## src/rtl/abh_pkg.sv

```systemverilog
package abh_pkg;

  // Handover sequencer steps; names give position relative to t (grant) or r (release)
  typedef enum logic [3:0] {
    ST_IDLE     = 4'd0,
    ST_DRAIN    = 4'd1,
    ST_T0_CKE   = 4'd2,
    ST_T1_TRI   = 4'd3,
    ST_T2_GNT   = 4'd4,
    ST_T3_EXT   = 4'd5,
    ST_GRANTED  = 4'd6,
    ST_R0_CKE   = 4'd7,
    ST_R1_UNGNT = 4'd8,
    ST_R2_DRV   = 4'd9
  } abh_state_e;

  typedef struct packed {
    logic gnt;
    logic cke;
    logic drive;
    logic hold;
  } abh_ctl_t;

endpackage

```

## src/rtl/abh_tick_gen.sv

```systemverilog
module abh_tick_gen #(
  parameter int unsigned MCLK_DIV = 2
) (
  input  logic clk,
  input  logic rst_n,
  output logic tick_o
);
  localparam int unsigned CW = (MCLK_DIV > 1) ? $clog2(MCLK_DIV) : 1;

  generate
    if (MCLK_DIV > 1) begin : g_div
      logic [CW-1:0] cnt_q;

      always_ff @(posedge clk) begin
        if (!rst_n)                          cnt_q <= '0;
        else if (cnt_q == CW'(MCLK_DIV - 1)) cnt_q <= '0;
        else                                 cnt_q <= cnt_q + 1'b1;
      end

      assign tick_o = (cnt_q == CW'(MCLK_DIV - 1));

      AST_TICK_SPACED: assert property (@(posedge clk) disable iff (!rst_n)
        tick_o |=> !tick_o) else $error("tick repeated");
    end else begin : g_nodiv
      assign tick_o = 1'b1;
    end
  endgenerate

endmodule

```

## src/rtl/abh_seq.sv

```systemverilog
module abh_seq
  import abh_pkg::*;
(
  input  logic       clk,
  input  logic       rst_n,
  input  logic       tick_i,
  input  logic       req_i,
  input  logic       mem_busy_i,
  input  logic       rfsh_busy_i,
  output abh_state_e state_o
);
  abh_state_e st_q, st_d;
  logic       quiet;

  assign quiet = !mem_busy_i && !rfsh_busy_i;

  always_comb begin
    st_d = st_q;
    unique case (st_q)
      ST_IDLE:     if (req_i) st_d = ST_DRAIN;
      ST_DRAIN:    if (quiet) st_d = ST_T0_CKE;
      ST_T0_CKE:   st_d = ST_T1_TRI;
      ST_T1_TRI:   st_d = ST_T2_GNT;
      ST_T2_GNT:   st_d = ST_T3_EXT;
      ST_T3_EXT:   st_d = ST_GRANTED;
      ST_GRANTED:  if (!req_i) st_d = ST_R0_CKE;
      ST_R0_CKE:   st_d = ST_R1_UNGNT;
      ST_R1_UNGNT: st_d = ST_R2_DRV;
      ST_R2_DRV:   st_d = ST_IDLE;
      default:     st_d = ST_IDLE;
    endcase
  end

  always_ff @(posedge clk) begin
    if (!rst_n)      st_q <= ST_IDLE;
    else if (tick_i) st_q <= st_d;
  end

  assign state_o = st_q;

  AST_STEP_ON_TICK: assert property (@(posedge clk) disable iff (!rst_n)
    (st_q != $past(st_q)) |-> $past(tick_i)) else $error("off-boundary step");

  AST_START_WHEN_QUIET: assert property (@(posedge clk) disable iff (!rst_n)
    (st_q == ST_T0_CKE && $past(st_q) == ST_DRAIN) |-> $past(quiet)) else $error("started while busy");

  AST_GRANT_HELD: assert property (@(posedge clk) disable iff (!rst_n)
    ($past(st_q) == ST_GRANTED && $past(req_i)) |-> (st_q == ST_GRANTED)) else $error("grant left early");

endmodule

```

## src/rtl/abh_out_dec.sv

```systemverilog
module abh_out_dec
  import abh_pkg::*;
(
  input  abh_state_e state_i,
  output abh_ctl_t   ctl_o
);
  always_comb begin
    ctl_o = '{gnt: 1'b0, cke: 1'b1, drive: 1'b1, hold: 1'b1};
    unique case (state_i)
      ST_IDLE:     ctl_o.hold = 1'b0;
      ST_DRAIN:    ;
      ST_T0_CKE:   ctl_o.cke = 1'b0;
      ST_T1_TRI:   begin ctl_o.cke = 1'b0; ctl_o.drive = 1'b0; end
      ST_T2_GNT,
      ST_T3_EXT,
      ST_R0_CKE:   begin ctl_o.cke = 1'b0; ctl_o.drive = 1'b0; ctl_o.gnt = 1'b1; end
      ST_GRANTED:  begin ctl_o.drive = 1'b0; ctl_o.gnt = 1'b1; end
      ST_R1_UNGNT: begin ctl_o.cke = 1'b0; ctl_o.drive = 1'b0; end
      ST_R2_DRV:   ctl_o.cke = 1'b0;
      default:     ctl_o.hold = 1'b0;
    endcase
  end
endmodule

```

## src/rtl/abh_handover.sv

```systemverilog
module abh_handover
  import abh_pkg::*;
#(
  parameter int unsigned MCLK_DIV = 2
) (
  input  logic clk,
  input  logic rst_n,
  input  logic bus_req,
  input  logic mem_busy,
  input  logic rfsh_busy,
  output logic bus_gnt,
  output logic cke_shared,
  output logic pins_drive,
  output logic op_hold
);
  logic       tick;
  abh_state_e state;
  abh_ctl_t   ctl;

  abh_tick_gen #(.MCLK_DIV(MCLK_DIV)) u_tick (
    .clk(clk), .rst_n(rst_n), .tick_o(tick)
  );

  abh_seq u_seq (
    .clk(clk), .rst_n(rst_n), .tick_i(tick), .req_i(bus_req),
    .mem_busy_i(mem_busy), .rfsh_busy_i(rfsh_busy), .state_o(state)
  );

  abh_out_dec u_dec (.state_i(state), .ctl_o(ctl));

  assign bus_gnt    = ctl.gnt;
  assign cke_shared = ctl.cke;
  assign pins_drive = ctl.drive;
  assign op_hold    = ctl.hold;

  AST_NO_CONTENTION: assert property (@(posedge clk) disable iff (!rst_n)
    bus_gnt |-> !pins_drive) else $error("drive while granted");

  AST_HOLD_WHILE_RELEASED: assert property (@(posedge clk) disable iff (!rst_n)
    !pins_drive |-> op_hold) else $error("hold low while released");

  AST_CKE_OFF_AT_TRISTATE: assert property (@(posedge clk) disable iff (!rst_n)
    $fell(pins_drive) |-> !cke_shared) else $error("tristate with cke high");

  AST_UNGRANT_BEFORE_DRIVE: assert property (@(posedge clk) disable iff (!rst_n)
    $rose(pins_drive) |-> ($past(!bus_gnt) && !cke_shared)) else $error("bad release order");

endmodule

```

## config.mk

```make
export PLATFORM = sky130hd
export DESIGN_NAME = abh_handover
export DESIGN_NICKNAME = d
export VERILOG_FILES = /design/src/rtl/abh_pkg.sv /design/src/rtl/abh_tick_gen.sv /design/src/rtl/abh_seq.sv /design/src/rtl/abh_out_dec.sv /design/src/rtl/abh_handover.sv
export SDC_FILE = /design/constraint.sdc
export NUM_CORES = 1
export LEC_CHECK = 0
export BUFFER_PORTS_ARGS = -buffer_cell sky130_fd_sc_hd__buf_4
export CORE_AREA = 2 2 39 41
export CTS_CLUSTER_DIAMETER = 60
export CTS_CLUSTER_SIZE = 20
export DETAILED_ROUTE_END_ITERATION = 8
export DIE_AREA = 0 0 41 43
export PLACE_DENSITY = 0.51
export SLEW_MARGIN = 20
export SYNTH_ARGS = -nofsm -noshare
export SYNTH_HDL_FRONTEND = slang
export SYNTH_SLANG_ARGS = --single-unit
```

## constraint.sdc

```tcl
create_clock -name clk -period 1.1 [get_ports clk]
set_clock_uncertainty 0.05 [all_clocks]
set_input_delay 0.22 -clock clk [delete_from_list [all_inputs] [get_ports clk]]
set_output_delay 0.22 -clock clk [all_outputs]
set_load 0.005 [all_outputs]
```

[Word level (Yosys, flattened, before mapping)]
Index checks and enable logic that the tools add are counted.
Word-level totals
  register bits: 5
  input port bits: 5
  output and inout bits: 4
Cells by class
  $add $sub $neg: 1
  equal/unequal tests: 12
  mux-type cells: 8
  bitwise operators: 1
  reductions and logical operators: 10
Operator list (number)
  4-bit one-hot mux with 9 select lines: 1
  4-bit by 3-bit equality test with 1-bit output (second input constant): 4
  4-bit two-way mux: 3
  9-bit OR reduction: 1
  4-bit by 2-bit equality test with 1-bit output (second input constant): 2
  4-bit equality test (second input constant): 2
  7-bit OR reduction: 1
  2-bit inequality test (second input constant): 3
  6-bit OR reduction: 1
  4-bit by 1-bit equality test with 1-bit output (second input constant): 1
  4-bit zero test: 1
  1-bit two-way mux: 4
  4-bit AND reduction: 1
  4-bit OR reduction: 1
  1-bit zero test: 2
  2-bit OR reduction: 1
  1-bit adder (second input constant): 1
  1-bit logical AND: 1
  1-bit inverter: 1

[Longest topological paths before layout]
  depth after elaboration: 4
  depth in mapped cells: 5
  depth with buffers taken out: 4

[Hierarchy]
From an unflattened synthesis, not the netlist that was laid out.
Second synthesis, totals
  cell total of the unflattened synthesis: 47
  area, all modules: 347.8 sq um
By module, submodules not included
  abh_seq: times used 1, cells each 31, area each 247.7 sq um, seq. area each 80.1 sq um
  abh_out_dec: times used 1, cells each 14, area each 66.3 sq um, seq. area each 0.0 sq um
  abh_tick_gen: times used 1, cells each 2, area each 33.8 sq um, seq. area each 20.0 sq um

[Worst setup path before layout]
No wires, ideal clock.
  path kind: reg2out
  start: reg u_seq.st_q[1] (netlist: u_seq.state_o[1])
  end: out pins_drive
  arrival time: 0.958 ns
  data required time: 0.830 ns
  setup slack: -0.128 ns
  cell stages (with the launch flop): 5
  path through: dfxtp_1 > buf_6 > or2_4 > o32ai_2 > nor2_1
On the way
  cells in the longest elaborated chain, start to end: 3
  elaborated cells on any way between the ends: 8
  classes of those cells: eq/ne: 6; mux: 1; reduce/logical: 1
RTL lines
  from (decl): line abh_seq.sv:12  | abh_state_e st_q, st_d;
  from (signal assigned): line abh_seq.sv:36  | else if (tick_i) st_q <= st_d;
  4-bit by 3-bit equality test with 1-bit output, or another cell as far along: line abh_out_dec.sv:9  | unique case (state_i)
  6-bit OR reduction (no source line) (*)
  1-bit two-way mux (*): line abh_out_dec.sv:9
  to (decl): line abh_handover.sv:13  | output logic pins_drive,
Every way passes the cells marked *; elsewhere a longest branch is shown, timed or not.

[Final worst setup path]
Ends and elaborated chain as after synthesis.

==> run metrics <==
sequential-to-total area share from yosys stat=26.2%; Synthesis Warnings=0; longest individual stage delay on the worst path=340 ps; post-synthesis net count=51; core box area=1380 sq um; via/cell ratio=4.69; width of the chip=between 40 and 50 microns; Final GP Congestion=~0.77; leakage=0.305 nW; Slew @ Worst Pin=222 ps; overall overflow remaining after global route=0; number of hold-repair buffers added at the cts stage=0; EDFF count, synth=0; cell family with most CP delay=flip-flops; post-route antenna net violation count=0; main area contributors after synthesis=sky130_fd_sc_hd__dfxtp_1 (26%), sky130_fd_sc_hd__mux2i_1 (10%), sky130_fd_sc_hd__nand2_1 (6.9%); Synth Instances=46; DIE AREA=between 1500 and 2000 sq um; total of max-cap violations=0; Max Buffers Root-to-Sink=2; number of H-tree levels=1; worst flop-to-flop path endpoint=u_seq.state_o[1]; outcome=complete, but fails checks; non-filler cells, final=84; launch point of the worst reg-to-reg path=u_seq.state_o[1]; clock input transition at the sequential cells of the worst setup and hold paths=50 ps; most frequently used cell type in the post-synthesis netlist=sky130_fd_sc_hd__nand2_1; Worst path slowest cell=sky130_fd_sc_hd__dfxtp_4; largest net degree at the start of global routing=10; Hold Slack=217 ps; Worst Reg2Reg Path Length in Cells=6; area added between synthesis and finish=76.4%; ranking of synthesized cells by instance count=sky130_fd_sc_hd__nand2_1 (7), sky130_fd_sc_hd__dfxtp_1 (5), sky130_fd_sc_hd__mux2i_1 (4), sky130_fd_sc_hd__nor2_1 (4); ordered cell list for the critical path=or2_4 > o32ai_4 > nor2_1 > buf_4; startpoint-to-endpoint class of the critical path=reg -> out; drt total wl=987 microns; hold endpoint=u_tick.tick_o; minimum clock period after layout=1540 ps; vias in the first global route=381; multi-input logic area=317 sq um; worst min-delay path startpoint=rst_n; highest fanout seen on the critical path=3; first-pass GRT wire length=1.53 mm; clock latency reported for the late side of the worst-skew pair=250 ps; period utilization=140%; count of distinct cell types in the synthesized netlist=26; WP data arrival=1270 ps; post-placement cell count=just under 80; setup repair after global routing missed its margin=yes; number of detailed-route iterations in the first pass=2; drt drc=0; Hold Crit Depth=2; share of flip-flops with an asynchronous set or reset after synthesis=0%; number of DRC markers in iteration 0=1; required time worst endpoint=830 ps; Worst slew margin=a little under nine tenths; number of endpoints failing setup at the final stage=8; layout cell share with drive strength beyond 1=61.8%; area of all sequential standard cells=111 sq um; Chip Height=43 microns; Yosys top cell by area=sky130_fd_sc_hd__dfxtp_1; fraction of synthesized cell area taken by the top area cell type=26.2%; worst hold path class=in -> reg; vias post-DR=around 390; max-slew violation count=0; kind of end point of the critical path=output pin; antenna diode count=0; I/O pin total=9; initial cell density of the core=27.6%; # fillers=136; flop and latch count out of synthesis=5; total buffers and inverters traversed by the critical path=1; violated checks=negative setup slack; Setup Total Neg Slack=-2240 ps; mean area per synthesized cell=8.30 sq um; flip-flop cell with the highest count after synthesis=sky130_fd_sc_hd__dfxtp_1; Pwr per Cell Area=819 nW/um^2; antenna violations before repair=0; setup slack of the critical path after layout=-443 ps; # port buffers=8; Syn Std Cell Area=382 sq um; Num CTS Buffers=3; Overall Global Routing Usage=12.7%; CTS tree=done; average wire per cell in the routed design=11.8 microns; total number of placement rows=14; total design power=0.551 mW; Root Driver=sky130_fd_sc_hd__clkbuf_4; final layout net count=74; largest voltage drop on the vdd net=approximately 0.59 mV; maximum clock rate=approximately 650 MHz; type of origin of the critical path=flip-flop; clock tree sinks=5; internal reg-to-reg setup slack=-230 ps; final hold vios=0
## state kept, by name (all words and copies together) (netlist names)
signal and cells:
u_tick.tick_o 1, u_seq.state_o 4
## kinds of logic after synthesis
family / share of synthesized area, %
buffers and inverters: 13.1
AND/OR/NAND/NOR: 32.5
multiplexers: 10.5
flip-flops: 26.2
XOR/XNOR: 4.59
AO/OA/AOI/OAI: 13.1
## through the flow
step | cell area (sq um) | util (%) | setup WS [ps]
after floorplan | 385 | - | -118
after global routing | 673 | 48.6 | -503
after detailed placement | 513 | 37.1 | -239
after CTS | 641 | 46.3 | -444
after global placement | 513 | 37.1 | -239
final | 673 | 48.6 | -443
## worst max-delay path by stage
stage	endpoint	cells past startpoint	startpoint
floorplan	pins_drive	4	u_seq.state_o[1]
finish	pins_drive	4	u_seq.state_o[1]
global placement	cke_shared	4	u_seq.state_o[0]
detailed placement	u_seq.state_o[1]	5	u_seq.state_o[1]
global route	pins_drive	4	u_seq.state_o[1]
CTS	pins_drive	4	u_seq.state_o[1]
## worst reg2reg max path: cells and delay by family (launching register included)
kind                   cells  cell delay, ps
multiplexers               1             200
flip-flops                 1             340
AO/OA/AOI/OAI              1             130
AND/OR/NAND/NOR            2             280
buffers and inverters      2             250
## cell type report
class / count / area share (%)
multi-input cells: 34 / 47.0
clock buffers: 4 / 3.90
repair buffers: 23 / 28.4
flip-flops and latches: 5 / 16.5
inverters: 2 / 1.12
well taps: 16 / 2.97
## cells in the final DEF (no fill, tap or decap), types with 2 or more instances in the layout
cell type and instances:
sky130_fd_sc_hd__buf_4 18, sky130_fd_sc_hd__buf_6 5, sky130_fd_sc_hd__clkbuf_4 3, sky130_fd_sc_hd__dfxtp_1 2, sky130_fd_sc_hd__dfxtp_4 3, sky130_fd_sc_hd__mux2i_1 4
sky130_fd_sc_hd__nand2_1 7, sky130_fd_sc_hd__nor2_1 2, sky130_fd_sc_hd__xor2_1 2
## where the power goes
| group | internal [mW] | switching, mW | total (mW) |
|---|---|---|---|
| Sequential | 0.186 | 0.0127 | 0.199 |
| Combinational | 0.0706 | 0.0543 | 0.125 |
| Clock | 0.138 | 0.0899 | 0.228 |
## timing repair
item                                    4_1_cts  5_1_grt
endpoints found under the setup margin        8        8
buffers inserted                              3        0
pin swaps                                     4        4
gates resized for setup                      19        7
## metal layers
layer	GRT usage (%)	wire [microns]	share of wire, %
met2	21.9	584	59
met1	14.4	333	34
met3	6.28	69	7.0
met4	0	0	0
met5	0	0	0
Note: power is estimated with default switching activity, not from simulation.
